**src/rtl/phy_acc_pkg.sv**
```systemverilog
package phy_acc_pkg;
   // Bit positions inside the host control word; software decodes these.
   parameter int unsigned ADDR_LSB  = 0;
   parameter int unsigned WDATA_LSB = 8;
   parameter int unsigned RDATA_LSB = 16;
   parameter int unsigned WREQ_BIT  = 24;
   parameter int unsigned RREQ_BIT  = 25;
   parameter int unsigned ACK_BIT   = 26;
   parameter int unsigned MAX_ADDR_W = 6;
   parameter int unsigned MAX_DATA_W = 8;

   typedef enum logic [1:0] {
      ST_IDLE = 2'd0,
      ST_WAIT = 2'd1,
      ST_DONE = 2'd2
   } hs_state_t;
endpackage

```
**src/rtl/phy_acc_ctrl.sv**
```systemverilog
module phy_acc_ctrl
   import phy_acc_pkg::*;
#(
   parameter int unsigned ADDR_W = 6,
   parameter int unsigned DATA_W = 8
) (
   input  logic              clk,
   input  logic              rst_n,
   input  logic              we,
   input  logic [31:0]       wdata,
   output logic [ADDR_W-1:0] addr,
   output logic [DATA_W-1:0] data,
   output logic              wreq,
   output logic              rreq
);
   // Host-writable part of the control word; other bits are dropped.
   always_ff @(posedge clk or negedge rst_n) begin
      if (!rst_n) begin
         addr <= '0;
         data <= '0;
         wreq <= 1'b0;
         rreq <= 1'b0;
      end else if (we) begin
         addr <= wdata[ADDR_LSB +: ADDR_W];
         data <= wdata[WDATA_LSB +: DATA_W];
         wreq <= wdata[WREQ_BIT];
         rreq <= wdata[RREQ_BIT];
      end
   end
endmodule

```
**src/rtl/phy_acc_hs.sv**
```systemverilog
module phy_acc_hs
   import phy_acc_pkg::*;
#(
   parameter int unsigned ACK_DLY = 4,
   parameter int unsigned ADDR_W  = 6,
   parameter int unsigned DATA_W  = 8
) (
   input  logic              clk,
   input  logic              rst_n,
   input  logic              wreq,
   input  logic              rreq,
   input  logic [ADDR_W-1:0] req_addr,
   input  logic [DATA_W-1:0] req_data,
   input  logic [DATA_W-1:0] bank_rdata,
   output logic              ack,
   output logic              bank_we,
   output logic [ADDR_W-1:0] op_addr,
   output logic [DATA_W-1:0] op_data,
   output logic [DATA_W-1:0] rd_byte
);
   localparam bit SKIP = (ACK_DLY == 0);

   hs_state_t         st;
   logic              req;
   logic              lat_wr;
   logic [ADDR_W-1:0] lat_addr;
   logic [DATA_W-1:0] lat_data;
   logic              op_wr;
   logic              cnt_done;
   logic              commit;

   assign req = wreq | rreq;

   // Delay variant: zero delay completes from idle using live fields.
   if (SKIP) begin : g_nowait
      assign cnt_done = 1'b1;
      always_comb begin
         op_addr = req_addr;
         op_data = req_data;
         op_wr   = wreq;
         commit  = (st == ST_IDLE) && req;
      end
   end else begin : g_cnt
      localparam int unsigned CNT_W = (ACK_DLY > 1) ? $clog2(ACK_DLY) : 1;
      logic [CNT_W-1:0] cnt;
      always_ff @(posedge clk or negedge rst_n) begin
         if (!rst_n)
            cnt <= '0;
         else if (st != ST_WAIT)
            cnt <= '0;
         else if (!cnt_done)
            cnt <= cnt + 1'b1;
      end
      assign cnt_done = (cnt == CNT_W'(ACK_DLY - 1));
      always_comb begin
         op_addr = lat_addr;
         op_data = lat_data;
         op_wr   = lat_wr;
         commit  = (st == ST_WAIT) && req && cnt_done;
      end
   end

   assign bank_we = commit && op_wr;

   always_ff @(posedge clk or negedge rst_n) begin
      if (!rst_n) begin
         st       <= ST_IDLE;
         ack      <= 1'b0;
         lat_wr   <= 1'b0;
         lat_addr <= '0;
         lat_data <= '0;
         rd_byte  <= '0;
      end else begin
         case (st)
            ST_IDLE: if (req) begin
               lat_addr <= req_addr;
               lat_data <= req_data;
               lat_wr   <= wreq;
               if (SKIP) begin
                  ack <= 1'b1;
                  st  <= ST_DONE;
               end else begin
                  st  <= ST_WAIT;
               end
            end
            ST_WAIT: if (!req) begin
               st <= ST_IDLE;
            end else if (cnt_done) begin
               ack <= 1'b1;
               st  <= ST_DONE;
            end
            ST_DONE: if (!req) begin
               ack <= 1'b0;
               st  <= ST_IDLE;
            end
            default: st <= ST_IDLE;
         endcase
         if (commit && !op_wr)
            rd_byte <= bank_rdata;
      end
   end
endmodule

```
**src/rtl/phy_acc_bank.sv**
```systemverilog
module phy_acc_bank #(
   parameter int unsigned ADDR_W = 6,
   parameter int unsigned DATA_W = 8
) (
   input  logic              clk,
   input  logic              rst_n,
   input  logic              we,
   input  logic [ADDR_W-1:0] addr,
   input  logic [DATA_W-1:0] wdata,
   output logic [DATA_W-1:0] rdata
);
   localparam int unsigned DEPTH = 1 << ADDR_W;

   logic [DATA_W-1:0] mem [DEPTH];

   always_ff @(posedge clk or negedge rst_n) begin
      if (!rst_n) begin
         for (int i = 0; i < DEPTH; i++)
            mem[i] <= '0;
      end else if (we) begin
         mem[addr] <= wdata;
      end
   end

   assign rdata = mem[addr];
endmodule

```
**src/rtl/phy_acc_port.sv**
```systemverilog
module phy_acc_port
   import phy_acc_pkg::*;
#(
   parameter int unsigned ADDR_W  = 6,
   parameter int unsigned DATA_W  = 8,
   parameter int unsigned ACK_DLY = 4
) (
   input  logic        clk,
   input  logic        rst_n,
   input  logic        cw_we,
   input  logic [31:0] cw_wdata,
   output logic [31:0] cw_rdata
);
   if (ADDR_W < 1 || ADDR_W > MAX_ADDR_W) begin : g_bad_addr_w
      $error("phy_acc_port: ADDR_W must lie in 1..6");
   end
   if (DATA_W < 1 || DATA_W > MAX_DATA_W) begin : g_bad_data_w
      $error("phy_acc_port: DATA_W must lie in 1..8");
   end

   logic [ADDR_W-1:0] fld_addr;
   logic [DATA_W-1:0] fld_data;
   logic              wreq;
   logic              rreq;
   logic              ack;
   logic              bank_we;
   logic [ADDR_W-1:0] op_addr;
   logic [DATA_W-1:0] op_data;
   logic [DATA_W-1:0] bank_rdata;
   logic [DATA_W-1:0] rd_byte;

   phy_acc_ctrl #(.ADDR_W(ADDR_W), .DATA_W(DATA_W)) u_ctrl (
      .clk   (clk),
      .rst_n (rst_n),
      .we    (cw_we),
      .wdata (cw_wdata),
      .addr  (fld_addr),
      .data  (fld_data),
      .wreq  (wreq),
      .rreq  (rreq)
   );

   phy_acc_hs #(.ACK_DLY(ACK_DLY), .ADDR_W(ADDR_W), .DATA_W(DATA_W)) u_hs (
      .clk        (clk),
      .rst_n      (rst_n),
      .wreq       (wreq),
      .rreq       (rreq),
      .req_addr   (fld_addr),
      .req_data   (fld_data),
      .bank_rdata (bank_rdata),
      .ack        (ack),
      .bank_we    (bank_we),
      .op_addr    (op_addr),
      .op_data    (op_data),
      .rd_byte    (rd_byte)
   );

   phy_acc_bank #(.ADDR_W(ADDR_W), .DATA_W(DATA_W)) u_bank (
      .clk   (clk),
      .rst_n (rst_n),
      .we    (bank_we),
      .addr  (op_addr),
      .wdata (op_data),
      .rdata (bank_rdata)
   );

   always_comb begin
      cw_rdata                         = '0;
      cw_rdata[ADDR_LSB  +: ADDR_W]    = fld_addr;
      cw_rdata[WDATA_LSB +: DATA_W]    = fld_data;
      cw_rdata[RDATA_LSB +: DATA_W]    = rd_byte;
      cw_rdata[WREQ_BIT]               = wreq;
      cw_rdata[RREQ_BIT]               = rreq;
      cw_rdata[ACK_BIT]                = ack;
   end
endmodule

```
**config.mk**
```make
export PLATFORM = sky130hd
export DESIGN_NAME = phy_acc_port
export DESIGN_NICKNAME = d
export VERILOG_FILES = /design/src/rtl/phy_acc_pkg.sv /design/src/rtl/phy_acc_ctrl.sv /design/src/rtl/phy_acc_hs.sv /design/src/rtl/phy_acc_bank.sv /design/src/rtl/phy_acc_port.sv
export SDC_FILE = /design/constraint.sdc
export NUM_CORES = 1
export LEC_CHECK = 0
export ABC_AREA = 0
export BUFFER_PORTS_ARGS = -buffer_cell sky130_fd_sc_hd__buf_2
export CAP_MARGIN = 10
export CORE_MARGIN = 3
export CORE_UTILIZATION = 50
export CTS_BUF_LIST = sky130_fd_sc_hd__clkbuf_16
export DETAILED_ROUTE_END_ITERATION = 12
export GPL_ROUTABILITY_DRIVEN = 0
export PLACE_DENSITY_LB_ADDON = 0.1
export SYNTH_ARGS = -nofsm -noshare
export SYNTH_HDL_FRONTEND = slang
export SYNTH_SLANG_ARGS = --single-unit
```
**constraint.sdc**
```tcl
create_clock -name clk -period 3.9 [get_ports clk]
set_clock_uncertainty 0.05 [all_clocks]
set_input_delay 0.585 -clock clk [delete_from_list [all_inputs] [get_ports clk]]
set_output_delay 0.585 -clock clk [all_outputs]
set_load 0.01 [all_outputs]
```
==> key figures <==
STA
  • RSZ-0062 raised after global routing: false
  • Relative slew slack: 43.09%
  • Final hold vios: 0
  • Max-slew violations: 0
  • Tmin final: 3.075 ns
  • Maximum clock rate: 0.3252 GHz
  • Final period util: 78.84%
  • Setup violators final: 0
  • Worst hold slack: 0.1482 ns
  • Setup_tns: 0 ns
  • Worst Tran Pin Value: 0.8506 ns

Floorplan
  • CORE AREA: 0.05027 mm^2
  • I/O pins: 67
  • Die Ht: 231.9 um
  • Die ar.: 0.05378 mm^2
  • Row count: 82
  • DIE WIDTH: 231.9 um
  • Initial Util: 50.76%

Cells and area
  • Layout Cells excl Fill: 2,528
  • Share of cells above drive strength 1: 47.20%
  • Fillers: 4,071
  • # diodes: 0
  • Final non-filler cell area: 0.02855 mm^2
  • Final #Nets: 1,848
  • Most frequent cells in the layout: 545 x dfrtp_1, 542 x mux2_2, 113 x mux2i_1
  • Commonest non-fill, non-tap cell in the layout: dfrtp_1
  • Synthesis-to-finish area growth: 11.89%

Synth
  • Post-synth EDFFs: 0
  • Syn Area/Cell: 14.43 um^2
  • Ys async rst share: 100.0%
  • Most used DFF post-synth: dfrtp_1
  • Unique masters post-synth: 62
  • FF+latch count, synth: 556
  • Synth Cell Area: 0.02552 mm^2
  • Yosys warnings: 0
  • Synthesized instance count: 1,768
  • Seq/Total Area, Yosys: 54.53%

Global routing
  • Largest net degree at the start of global routing: 83
  • GR Overflow Total: 0
  • First-pass GRT wire length: 103,600 um
  • Initial antenna violation count: 0
  • Vias in the first global route: 16,170
  • Global-route usage over all layers: 25.52%

Detailed routing
  • Metal2 WL: 31,440 um
  • DRC viols: 0
  • Wire length on met3: 3429 um
  • Drt via density: 6.150
  • DRT iter0 DRCs: 1,153
  • Top sig layer: met4
  • Antenna viol nets, final: 0
  • DRT Wirelength: 67,330 um
  • Met1 WL: 30,870 um
  • DR vias: 15,550
  • Routed len/inst: 26.63 um
  • Drt first pass iters: 5

Power
  • Max VDD drop: 0.3876 mV
  • Leak pwr: 0.01370 uW
  • Power Density: 634.0 mW/mm^2

Placement
  • HPWL after DPL: 43,510 um
  • Port bufs: 43
  • Area after DPL: 0.02667 mm^2
  • DP Cell Count: 2,422

Clock tree
  • Max Buffers Root-to-Sink: 3
  • CTS buffer count: 58
  • Postcts setup bufs: 0
  • CTS root buffer: clkbuf_16
  • Post-cts resize count: 0
  • H-tree levels: 2
  • Clk_lat worst skew: 0.61 ns
  • TritonCTS clock tree: yes
  • CTS clk-pin slew, worst paths: 0.06 ns
  • CTS Sinks: 556

Critical path
  • Most frequent CP cell: nand2_2
  • WS Path Type: reg -> reg
  • Worst setup EP type: flop
  • Crit-path max FO: 8
  • Critical Path Source Type: flop
  • Crit path max-delay cell type: nor3_2
  • Worst Path Arrival: 3.53 ns
  • Worst EP required: 4.35 ns
  • CP max stage delay: 0.48 ns
  • Critical-path cell list: ha_1, nand2_2, nor3_2, nand3_1, nor3_4, buf_4, nand2_2, mux2_2
  • Reg-to-reg slack, setup: 0.83 ns

Status
  • Status: completed

Min path
  • Worst min-delay path class: in -> reg

Job
  • Max-cap violations: 0
-- cells by family after synthesis --
logic type | Yosys count | share of synthesized area (%)
mux | 713 | 32.99
flops | 556 | 54.53
simple gates | 182 | 4.791
compound gates | 176 | 5.124
buf+inv | 138 | 2.476
fa+ha+maj | 1 | 0.04903
other cells | 1 | 0.01470
xor+xnor | 1 | 0.03433
-- worst max-delay path: cells and delay by family, from the launching register on --
kind / cells / cell delay (ns)
mux: 1 / 0.35
flops: 1 / 0.36
buf+inv: 1 / 0.26
fa+ha+maj: 1 / 0.27
simple gates: 5 / 1.66
-- cell type report --
cell class	count	area [um^2]	area share [%]
multi-input cells	1080	11010	38.56
clock inverters	43	337.8	1.183
inverters	3	11.26	0.03944
flip-flops and latches	556	13930	48.80
well taps	672	840.8	2.945
clock buffers	61	1526	5.346
repair buffers	113	894.6	3.133
-- metrics by stage --
step,setup WS (ns),power (uW),utilization (%)
CTS,0.8474,18190,56.77
detailed placement,0.8534,12680,53.04
global route,0.7573,18870,56.79
global placement,0.8787,12580,53.04
floorplan,1.610,10440,-
finish,0.8253,18100,56.79
-- flip-flops by register name, summed over array words and instances (netlist names), 2 cells and up --
| name | cells |
|---|---|
| u_hs.op_addr | 6 |
| u_hs.g_cnt.cnt | 2 |
| u_ctrl.addr | 6 |
| u_ctrl.data | 8 |
| u_hs.op_data | 8 |
| u_hs.rd_byte | 8 |
| u_hs.st | 2 |
| u_bank.mem | 512 |
-- path summary, 6_finish.rpt --
path,from,endpoint,cells past startpoint
max,u_hs.g_cnt.cnt[0],u_bank.mem[414],8
min,cw_wdata[2],u_ctrl.addr[2],2
max reg2reg,u_hs.g_cnt.cnt[0],u_bank.mem[414],8
min reg2reg,u_bank.mem[346],u_bank.mem[346],1
max in group asynchronous,rst_n,u_bank.mem[476],3
min in group asynchronous,rst_n,u_bank.mem[41],2
-- cell usage after synthesis (2+ instances only) --
library cell | n | area, um^2
a211oi_1 | 2 | 15.01
a21oi_1 | 15 | 75.07
a221oi_1 | 53 | 464.2
a22o_1 | 7 | 61.31
a22oi_1 | 39 | 292.8
a31oi_1 | 5 | 31.28
and2_0 | 2 | 12.51
and2_1 | 2 | 12.51
and3_1 | 4 | 25.02
and3b_1 | 2 | 17.52
and4_1 | 2 | 17.52
buf_1 | 11 | 41.29
buf_2 | 25 | 125.1
buf_4 | 17 | 127.6
buf_6 | 2 | 22.52
clkbuf_1 | 79 | 296.5
dfrtp_1 | 556 | 13910
inv_1 | 2 | 7.510
mux2_1 | 11 | 123.9
mux2_2 | 542 | 6103
mux2i_1 | 113 | 1131
mux4_2 | 47 | 1059
nand2_1 | 19 | 71.32
nand2_2 | 25 | 156.4
nand2_8 | 4 | 80.08
nand3_1 | 16 | 80.08
nand3b_1 | 2 | 15.01
nor2_1 | 39 | 146.4
nor2_2 | 15 | 93.84
nor2_4 | 27 | 304.0
nor2b_1 | 6 | 37.54
nor3_1 | 3 | 15.01
nor3_4 | 3 | 48.80
o2111ai_1 | 4 | 35.03
o211ai_1 | 3 | 22.52
o21ai_0 | 22 | 110.1
o22ai_1 | 11 | 68.82
o32a_1 | 6 | 60.06
or3b_2 | 2 | 17.52
-- layer usage --
| metal | vias to the layer above | track usage, % |
|---|---|---|
| met5 | - | 0 |
| met4 | 0 | 6.758 |
| met3 | 108 | 3.349 |
| met2 | 419 | 40.27 |
| met1 | 8375 | 37.50 |
| li1 | 6646 | - |
-- report_power, final --
part | internal [uW] | total [uW] | leakage, uW | switching (uW)
logic | 1960 | 5190 | 0.00511 | 3230
registers | 6400 | 7430 | 0.00765 | 1030
clock network | 3190 | 5480 | 0.000948 | 2300
-- timing repair --
action	4_1_cts	5_1_grt
hold endpoints to repair	72	0
hold buffers	1	0
endpoints found under the setup margin	0	0
(Power assumes the default switching activity.)
